===== src/rtl/clr_load_counter_pkg.sv =====
package clr_load_counter_pkg;

   localparam int unsigned MAX_WIDTH = 64;

   function automatic bit width_ok(input int unsigned w);
      return (w >= 1) && (w <= MAX_WIDTH);
   endfunction

endpackage


===== src/rtl/cnt_bit_fn.sv =====
module cnt_bit_fn (
   input  logic q_i,
   input  logic carry_i,
   output logic next_o,
   output logic carry_o
);
   // counting value of the bit, and the fast carry to the next slice
   assign next_o  = q_i ^ carry_i;
   assign carry_o = q_i & carry_i;
endmodule


===== src/rtl/cnt_slice.sv =====
module cnt_slice (
   input  logic clk,
   input  logic clr_n,
   input  logic load,
   input  logic load_bit,
   input  logic carry_i,
   output logic q_o,
   output logic carry_o
);
   logic q_r;
   logic cnt_val;
   logic sel_val;
   logic d_val;
   logic checks_live = 1'b0;

   cnt_bit_fn u_fn (
      .q_i    (q_r),
      .carry_i(carry_i),
      .next_o (cnt_val),
      .carry_o(carry_o)
   );

   // load selector first, then the clear gate
   assign sel_val = load ? load_bit : cnt_val;
   assign d_val   = sel_val & clr_n;

   always_ff @(posedge clk) begin
      q_r <= d_val;
   end

   assign q_o = q_r;

   always_ff @(posedge clk) begin
      checks_live <= 1'b1;
   end

   assert_clear_wins_R3: assert property (@(posedge clk) disable iff (!checks_live)
      !clr_n |=> (q_o == 1'b0));

   assert_load_bit_R4: assert property (@(posedge clk) disable iff (!checks_live)
      (clr_n && load) |=> (q_o == $past(load_bit)));

   assert_hold_R2: assert property (@(posedge clk) disable iff (!checks_live)
      (clr_n && !load && !carry_i) |=> $stable(q_o));

   assert_toggle_R1: assert property (@(posedge clk) disable iff (!checks_live)
      (clr_n && !load && carry_i) |=> (q_o != $past(q_o)));

endmodule


===== src/rtl/clr_load_counter.sv =====
module clr_load_counter #(
   parameter int unsigned WIDTH = 8
) (
   input  logic             clk,
   input  logic             clr_n,
   input  logic             load,
   input  logic             cnt_en,
   input  logic [WIDTH-1:0] load_data,
   output logic [WIDTH-1:0] count,
   output logic             carry_out
);
   import clr_load_counter_pkg::*;

   localparam logic [WIDTH-1:0] ALL_ONES = {WIDTH{1'b1}};

   initial begin
      if (!width_ok(WIDTH))
         $error("clr_load_counter: WIDTH %0d outside 1..%0d", WIDTH, MAX_WIDTH);
   end

   logic [WIDTH:0] carry_chain;
   logic           checks_live = 1'b0;

   assign carry_chain[0] = cnt_en;

   for (genvar i = 0; i < WIDTH; i++) begin : g_slice
      cnt_slice u_slice (
         .clk     (clk),
         .clr_n   (clr_n),
         .load    (load),
         .load_bit(load_data[i]),
         .carry_i (carry_chain[i]),
         .q_o     (count[i]),
         .carry_o (carry_chain[i+1])
      );
   end

   assign carry_out = carry_chain[WIDTH];

   always_ff @(posedge clk) begin
      checks_live <= 1'b1;
   end

   assert_terminal_count_R5: assert property (@(posedge clk) disable iff (!checks_live)
      carry_out == (cnt_en && (count == ALL_ONES)));

   assert_wrap_R6: assert property (@(posedge clk) disable iff (!checks_live)
      (clr_n && !load && cnt_en && (count == ALL_ONES)) |=> (count == '0));

   assert_load_word_R4: assert property (@(posedge clk) disable iff (!checks_live)
      (clr_n && load) |=> (count == $past(load_data)));

endmodule


===== config.mk =====
export PLATFORM = sky130hd
export DESIGN_NAME = clr_load_counter
export DESIGN_NICKNAME = d
export VERILOG_FILES = /design/src/rtl/clr_load_counter_pkg.sv /design/src/rtl/cnt_bit_fn.sv /design/src/rtl/cnt_slice.sv /design/src/rtl/clr_load_counter.sv
export SDC_FILE = /design/constraint.sdc
export NUM_CORES = 1
export LEC_CHECK = 0
export BUFFER_PORTS_ARGS = -buffer_cell sky130_fd_sc_hd__buf_2
export CELL_PAD_IN_SITES_DETAIL_PLACEMENT = 0
export CELL_PAD_IN_SITES_GLOBAL_PLACEMENT = 1
export CORE_AREA = 2 2 39 41
export CTS_CLUSTER_DIAMETER = 150
export DETAILED_ROUTE_END_ITERATION = 6
export DIE_AREA = 0 0 41 43
export PLACE_DENSITY_LB_ADDON = 0.1
export SYNTH_ARGS = -nofsm -noshare
export SYNTH_HDL_FRONTEND = slang
export SYNTH_HIERARCHICAL = 1
export SYNTH_SLANG_ARGS = --single-unit

===== constraint.sdc =====
create_clock -name clk -period 6.11 [get_ports clk]
set_input_delay 0.9165 -clock clk [delete_from_list [all_inputs] [get_ports clk]]
set_output_delay 0.9165 -clock clk [all_outputs]
set_load 0.02 [all_outputs]

==> results_dict.tcl, run 1 <==
set metrics [dict create \
    seqPwrFrac 0.484 \
    maxCapViolations 0 \
    intPower_w 0.0000884 \
    r2r-start "g_slice[0].u_slice/q_o" \
    die_area_um2 1760 \
    final.setup.tns_ps 0 \
    grt_pass1_vias 279 \
    avgRoutedWirePerCell_um 10.5 \
    drc 0 \
    period_needed_ps 3640 \
    initial_core_util 0.282 \
    yosysSeqAreaShare 0.410 \
    regArea_um2 160 \
    largest_register_ffs 8 \
    ant_nets 0 \
    holdPathEnd "g_slice[7].u_slice/q_o" \
    vias_per_cell 4.31 \
    grt_use_total 0.0937 \
    netlist_area_um2 390 \
    critPathLaunchType "input pin" \
    cts_root_buf "clkbuf_4" \
    drtIter0Drc 1 \
    pwr-share-clk 0.336 \
    grt_pass1_wl_mm 1.06 \
    synth_warnings 6 \
    clkSinkCount 8 \
    area_growth_pct 36.5 \
    syn_inst 32 \
    syn_area_per_cell_um2 12.2 \
    hold_depth 3 \
    rsz0062_at_grt "false" \
    grt_overflow_total 0 \
    core_um2 1380 \
    synth_common_cells "dfxtp_1, ha_1, mux2i_1, nor2b_1" \
    drive_gt1_frac 0.418 \
    min_path_type "register to register" \
    regToRegSetupSlack_ps 3880 \
    critPathLaunch "cnt_en" \
    syn-num-nets 52 \
    port_buffers 20 \
    synth-edff-count 0 \
    routed_wl_um 744 \
    cts_inserted_buffers 3 \
    antenna_found_initial 0 \
    power_frac_comb 0.180 \
    grt_max_degree 9 \
    insertion_delay_ps 250 \
    synth_top_area_share 0.410 \
    hold_viol 0 \
    cp_max_fo 1 \
    outcome "finished, final reports clean" \
    tightest_slew_ps 243 \
    r2r-end "g_slice[7].u_slice/q_o" \
    post-route-period-util 0.595 \
    path_clk_slew_ps 50 \
    ys.flop_type "dfxtp_1" \
    leakage_nw 0.313 \
    fin_worst_skew_ps 0.0913 \
    ir_drop_uv 87.4 \
    maxSlewViolCount 0 \
    num_vias 306 \
    nNetsFinal 77 \
    required_ps 5190 \
    hpwlAfterDp_um 618 \
    worstPathArrival_ps 2720 \
    swShare 0.256 \
    fmax_mhz 275 \
    pin_count 21 \
    pre_cts_slack_ps 2440 \
    die_w_um 41 \
    crit_type "input pin to output pin" \
    p_sw_w 0.0000303 \
    fin_util 0.385 \
    powerDensity_nw_per_um2 223 \
    fillers 149 \
    finalWorstSetupSlack_ps 2470 \
    synthTopCellsByArea "dfxtp_1, ha_1, mux2i_1, nor2b_1" \
    cts_tree "built" \
    setup_viol 0 \
    firstDrtPassIters 2 \
    slew_headroom 0.838 \
    async_flop_share 0 \
    rr_worst_depth 10 \
    cts_hold_buffers 0 \
    row_count 14 \
    cts_setup_buffers 0 \
    worst_setup_path_end_kind "output pin" \
    clockBufferDepth 2 \
    synth.largest_area_cell "dfxtp_1" \
    hold_slack_ps 621 \
    n_antenna_cell 0 \
    cts_resized 0 \
    multi_input_area_um2 230 \
    synth_cell_types 4 \
    die_h_um 43 \
    gp_congestion 0.536 \
    hold_path_startpoint "g_slice[7].u_slice/q_o" \
    ys_ff_latch 8 \
    htree_num_levels 1 \
]
## how the worst max path moves through the flow
| stage | slack (ps) | end |
|---|---|---|
| floorplan | 2700 | carry_out |
| global placement | 2470 | carry_out |
| detailed placement | 2440 | carry_out |
| CTS | 2440 | carry_out |
| global route | 2370 | carry_out |
| finish | 2470 | carry_out |
## per-stage QoR
stage	std cells	total power [W]	cell area (µm²)
2_1_floorplan	32	0.0000706	390
3_3_place_gp	68	0.0000793	510
3_5_place_dp	68	0.0000805	510
4_1_cts	71	0.000123	533
5_1_grt	71	0.000126	533
6_report	71	0.000119	533
## worst max-delay path: stages
cell and delay [ps]:
buf_2 100, ha_1 190, ha_1 200, ha_1 200, ha_1 200, ha_1 200
ha_1 200, ha_1 200, ha_1 180, buf_2 150
## metal layers
| layer | vias to the layer above | GRT usage | share of wire |
|---|---|---|---|
| met4 | 0 | 0.0800 | 0 |
| met5 | - | 0 | 0 |
| li1 | 159 | - | - |
| met3 | 0 | 0.0314 | 0.093 |
| met1 | 134 | 0.0909 | 0.38 |
| met2 | 13 | 0.147 | 0.52 |
## cell usage in the layout, fill, tap and decap left out, drive strengths merged
master | synthesis | routed
buf | 0 | 20
mux2i | 8 | 8
dfxtp | 8 | 8
clkbuf | 0 | 3
nor2b | 8 | 8
ha | 8 | 8
## final cells by class
class,instances,area share
multi-input combinational,24,0.432
clock buffer,3,0.0423
tap,16,0.0376
sequential,8,0.300
timing repair buffer,20,0.188
## power groups by stage
stage                     sequential [W]  combinational, W  clock [W]
after global placement         0.0000584         0.0000209          0
final                          0.0000574         0.0000214  0.0000400
after CTS                      0.0000575         0.0000219  0.0000433
after global routing           0.0000579         0.0000233  0.0000451
after floorplan                0.0000630        0.00000759          0
after detailed placement       0.0000587         0.0000219          0
## logic make-up after synthesis
family / share of synthesized area
adders and majority gates: 0.256
muxes: 0.205
and+or+nand+nor: 0.128
DFF: 0.410
Note: power is estimated with default switching activity, not from simulation.
==> inputs of run 2 (changes only) <==
--- a/config.mk
+++ b/config.mk
@@ -8,10 +8,9 @@
 export BUFFER_PORTS_ARGS = -buffer_cell sky130_fd_sc_hd__buf_2
 export CELL_PAD_IN_SITES_DETAIL_PLACEMENT = 0
 export CELL_PAD_IN_SITES_GLOBAL_PLACEMENT = 1
-export CORE_AREA = 2 2 39 41
+export CORE_UTILIZATION = 27
 export CTS_CLUSTER_DIAMETER = 150
 export DETAILED_ROUTE_END_ITERATION = 6
-export DIE_AREA = 0 0 41 43
 export PLACE_DENSITY_LB_ADDON = 0.1
 export SYNTH_ARGS = -nofsm -noshare
 export SYNTH_HDL_FRONTEND = slang
==> constraint.sdc (replaced) <==
create_clock -name clk -period 3.25 [get_ports clk]
set_input_delay 0.4875 -clock clk [delete_from_list [all_inputs] [get_ports clk]]
set_output_delay 0.4875 -clock clk [all_outputs]
set_load 0.02 [all_outputs]
==> run 2 against run 1 <==
  * Count of clock-buffer cells in the layout stayed put
  * Highest routed layer unchanged
  * Clock skew is 2.0 ps higher
  * Largest power group unchanged
  * Via count is 2.9% higher
  * Critical endpoint unchanged
==> results_dict.tcl, run 2 (synthesized netlist as in run 1, its figures left out) <==
set metrics [dict create \
    core_um2 1320 \
    cts_hold_buffers 0 \
    drive_gt1_frac 0.418 \
    htree_num_levels 1 \
    die_w_um 40.0 \
    maxCapViolations 0 \
    setup_viol 0 \
    port_buffers 20 \
    grt_pass1_wl_mm 1.18 \
    min_path_type "input pin to register" \
    worstPathArrival_ps 2310 \
    routed_wl_um 754 \
    pre_cts_slack_ps 439 \
    fin_util 0.404 \
    grt_use_total 0.122 \
    critPathLaunchType "input pin" \
    fin_worst_skew_ps 2.08 \
    hold_viol 0 \
    maxSlewViolCount 0 \
    worst_setup_path_end_kind "output pin" \
    mostFrequentLayoutCell "buf_2" \
    num_vias 315 \
    cts_tree "built" \
    firstDrtPassIters 1 \
    post-route-period-util 0.860 \
    r2r-start "g_slice[0].u_slice/q_o" \
    powerDensity_nw_per_um2 418 \
    pin_count 21 \
    path_clk_slew_ps 50 \
    cts_setup_buffers 0 \
    crit_type "input pin to output pin" \
    endpoint "carry_out" \
    ir_drop_uv 180 \
    clkSinkCount 8 \
    leakage_nw 0.313 \
    tightest_slew_ps 252 \
    fmax_mhz 358 \
    insertion_delay_ps 250 \
    cts_root_buf "clkbuf_4" \
    clockBufferDepth 2 \
    vias_per_cell 4.50 \
    grt_overflow_total 0 \
    r2r-end "g_slice[7].u_slice/q_o" \
    layout_common_cells "buf_2, mux2i_1, nor2b_1, dfxtp_1, ha_1" \
    cp_max_fo 1 \
    cts_inserted_buffers 3 \
    outcome "finished, final reports clean" \
    area_growth_pct 36.2 \
    antenna_found_initial 0 \
    grt_pass1_vias 321 \
    cts_resized 0 \
    grt_max_degree 9 \
    row_count 13 \
    nNetsFinal 77 \
    initial_core_util 0.296 \
    die_h_um 40.0 \
    critPathLaunch "cnt_en" \
    ant_nets 0 \
    regToRegSetupSlack_ps 990 \
    largest_register_ffs 8 \
    rsz0062_at_grt "false" \
    n_antenna_cell 0 \
    rr_worst_depth 10 \
    finalWorstSetupSlack_ps 456 \
    final.setup.tns_ps 0 \
    gp_congestion 0.610 \
    avgRoutedWirePerCell_um 10.8 \
    drc 0 \
    die_area_um2 1600 \
    required_ps 2760 \
    hold_depth 3 \
    period_needed_ps 2790 \
    drtIter0Drc 0 \
    slew_headroom 0.832 \
]
## run 2: cell counts in the layout (fill, tap and decap cells not counted)
No cell type changed its count.
## run 2: cell type report
class / count / area, µm²
clock buffer: 3 / 22.5
tap: 15 / 18.8
fill: 136 / 786
sequential: 8 / 160
timing repair buffer: 20 / 100
multi-input combinational: 24 / 230
## run 2: worst min path at each step
| stage | slack (ps) | start | to |
|---|---|---|---|
| 3_3_place_gp | 600 | g_slice[7].u_slice/q_o | g_slice[7].u_slice/q_o |
| 6_report | 500 | load_data[5] | g_slice[5].u_slice/q_o |
| 5_1_grt | 510 | load_data[6] | g_slice[6].u_slice/q_o |
| 2_1_floorplan | 620 | clr_n | g_slice[0].u_slice/q_o |
| 3_5_place_dp | 630 | g_slice[3].u_slice/q_o | g_slice[3].u_slice/q_o |
| 4_1_cts | 490 | load_data[5] | g_slice[5].u_slice/q_o |
## run 2: stage by stage
step	power, W	std cells	hold slack, ps	cell area [µm²]
after global routing	0.000238	70	506	532
after detailed placement	0.000152	67	627	509
after CTS	0.000228	70	489	532
after global placement	0.000149	67	599	509
after floorplan	0.000133	32	616	390
final	0.000222	70	495	532
## run 2: per-layer routing
layer / GRT usage / vias to the layer above / routed length (µm)
li1: - / 160 / -
met1: 0.111 / 139 / 281
met2: 0.210 / 16 / 397
met3: 0.100 / 0 / 75
met4: 0.0259 / 0 / 0
met5: 0 / - / 0
## run 2: worst max-delay path: stages
cell,delay (ps)
buf_2,100
ha_1,190
ha_1,200
ha_1,200
ha_1,200
ha_1,200
ha_1,200
ha_1,200
ha_1,180
buf_2,150
## run 2: power breakdown
group / leakage, nW / internal [W] / switching, W / total [W]
Clock: 0.0138 / 0.0000421 / 0.0000316 / 0.0000737
Sequential: 0.0662 / 0.000105 / 0.00000303 / 0.000108
Combinational: 0.233 / 0.0000192 / 0.0000216 / 0.0000408
Total: 0.313 / 0.000166 / 0.0000562 / 0.000222
==> inputs of run 3 (changes only) <==
--- a/config.mk
+++ b/config.mk
@@ -6,12 +6,10 @@
 export NUM_CORES = 1
 export LEC_CHECK = 0
 export BUFFER_PORTS_ARGS = -buffer_cell sky130_fd_sc_hd__buf_2
-export CELL_PAD_IN_SITES_DETAIL_PLACEMENT = 0
-export CELL_PAD_IN_SITES_GLOBAL_PLACEMENT = 1
-export CORE_UTILIZATION = 27
+export CORE_AREA = 2 2 39 41
 export CTS_CLUSTER_DIAMETER = 150
 export DETAILED_ROUTE_END_ITERATION = 6
-export PLACE_DENSITY_LB_ADDON = 0.1
+export DIE_AREA = 0 0 41 43
 export SYNTH_ARGS = -nofsm -noshare
 export SYNTH_HDL_FRONTEND = slang
 export SYNTH_HIERARCHICAL = 1
==> run 3 against run 2 <==
  * Total power down 0.54%
  * Via count fell by 7.6%
  * Wire length decreased by 8.1%
  * Largest cell class unchanged
  * Highest routed layer is now met4
==> results_dict.tcl, run 3 (synthesized netlist as in run 1, its figures left out) <==
set metrics [dict create \
    mostFrequentLayoutCell "buf_2" \
    cts_setup_buffers 0 \
    powerDensity_nw_per_um2 415 \
    pin_count 21 \
    insertion_delay_ps 240 \
    regArea_um2 160 \
    n_antenna_cell 0 \
    clkSinkCount 8 \
    drive_gt1_frac 0.418 \
    hold_depth 3 \
    num_vias 291 \
    fillers 149 \
    design_area_um2 533 \
    cp_top_family "adder cells" \
    hold_slack_ps 499 \
    htree_num_levels 1 \
    drc 0 \
    grt_max_degree 9 \
    pwr-share-clk 0.331 \
    p_sw_w 0.0000553 \
    initial_core_util 0.282 \
    routed_wl_um 693 \
    vias_per_cell 4.10 \
    leakage_nw 0.313 \
    total_power_w 0.000221 \
    min_path_type "input pin to register" \
    area_growth_pct 36.5 \
    fmax_mhz 358 \
    grt_overflow_total 0 \
    cp_max_fo 1 \
    worstPathArrival_ps 2310 \
    worst_setup_path_end_kind "output pin" \
    gp_congestion 0.589 \
    die_w_um 41 \
    drtIter0Drc 1 \
    cts_tree "built" \
    swShare 0.250 \
    maxSlewViolCount 0 \
    maxCapViolations 0 \
    cp_slowest_cell "ha_1" \
    clockBufferDepth 2 \
    seqPwrFrac 0.489 \
    fin_worst_skew_ps 2.35 \
    layout_common_cells "buf_2, mux2i_1, nor2b_1, dfxtp_1, ha_1" \
    crit_type "input pin to output pin" \
    largest_register_ffs 8 \
    post_dp_cell_area_um2 510 \
    grt_pass1_vias 306 \
    required_ps 2760 \
    cts_root_buf "clkbuf_4" \
    cp_common_cell "ha_1" \
    cts_inserted_buffers 3 \
    cts_resized 0 \
    multi_input_area_um2 230 \
    cts_hold_buffers 0 \
    firstDrtPassIters 2 \
    power_frac_comb 0.180 \
    period_needed_ps 2790 \
    intPower_w 0.000166 \
    path_clk_slew_ps 50 \
    outcome "finished, final reports clean" \
    critical_path.cell_chain "buf_2, ha_1, ha_1, ha_1, ha_1, ha_1, ha_1, ha_1, ha_1, buf_2" \
    antenna_found_initial 0 \
    core_um2 1380 \
    slew_headroom 0.842 \
    rsz0062_at_grt "false" \
    ant_nets 0 \
    row_count 14 \
    grt_use_total 0.103 \
    avgRoutedWirePerCell_um 9.76 \
    die_area_um2 1760 \
    post-route-period-util 0.860 \
    nNetsFinal 77 \
    pre_cts_slack_ps 433 \
    final.setup.tns_ps 0 \
    tightest_slew_ps 238 \
    port_buffers 20 \
    rr_worst_depth 10 \
    critPathLaunchType "input pin" \
    grt_pass1_wl_mm 1.17 \
    critical_path.max_stage_delay_ps 210 \
    path_buf_inv 2 \
    hold_viol 0 \
    cp.depth 10 \
    die_h_um 43 \
    ir_drop_uv 177 \
    finalWorstSetupSlack_ps 456 \
    setup_viol 0 \
]
[run 3: cell counts in the layout (fill, tap and decap cells not counted)]
No cell type changed its count.
[run 3: power groups by stage]
stage / logic (W) / clock network [W] / registers (W)
after detailed placement: 0.0000408 / 0 / 0.000110
after global placement: 0.0000403 / 0 / 0.000110
after CTS: 0.0000408 / 0.0000773 / 0.000108
after floorplan: 0.0000143 / 0 / 0.000118
after global routing: 0.0000452 / 0.0000835 / 0.000109
final: 0.0000399 / 0.0000732 / 0.000108
[run 3: layout make-up]
| cell class | instances | area share |
|---|---|---|
| multi-input cells | 24 | 0.432 |
| flip-flops and latches | 8 | 0.300 |
| repair buffers | 20 | 0.188 |
| clock buffers | 3 | 0.0423 |
| well taps | 16 | 0.0376 |
[run 3: routing by layer]
layer	part of all wire	GRT usage	wire length (µm)	up-vias
li1	-	-	-	159
met5	0	0	0	-
met3	0.11	0.0471	73	2
met4	0.0087	0.0600	6	0
met2	0.41	0.159	284	16
met1	0.47	0.106	328	114
[run 3: metrics by stage]
stage / util / cells
finish: 0.385 / 71
CTS: 0.385 / 71
detailed placement: 0.369 / 68
floorplan: - / 32
global route: 0.385 / 71
global placement: 0.369 / 68
[run 3: path summary, 6_finish.rpt]
kind | start | endpoint | slack [ps]
max | cnt_en | carry_out | 460
max reg2reg | g_slice[0].u_slice/q_o | g_slice[7].u_slice/q_o | 990
min | load_data[4] | g_slice[4].u_slice/q_o | 500
min reg2reg | g_slice[4].u_slice/q_o | g_slice[4].u_slice/q_o | 620
[run 3: tightest hold or removal path: stages]
cell and delay, ps:
buf_2 80, mux2i_1 50, nor2b_1 90
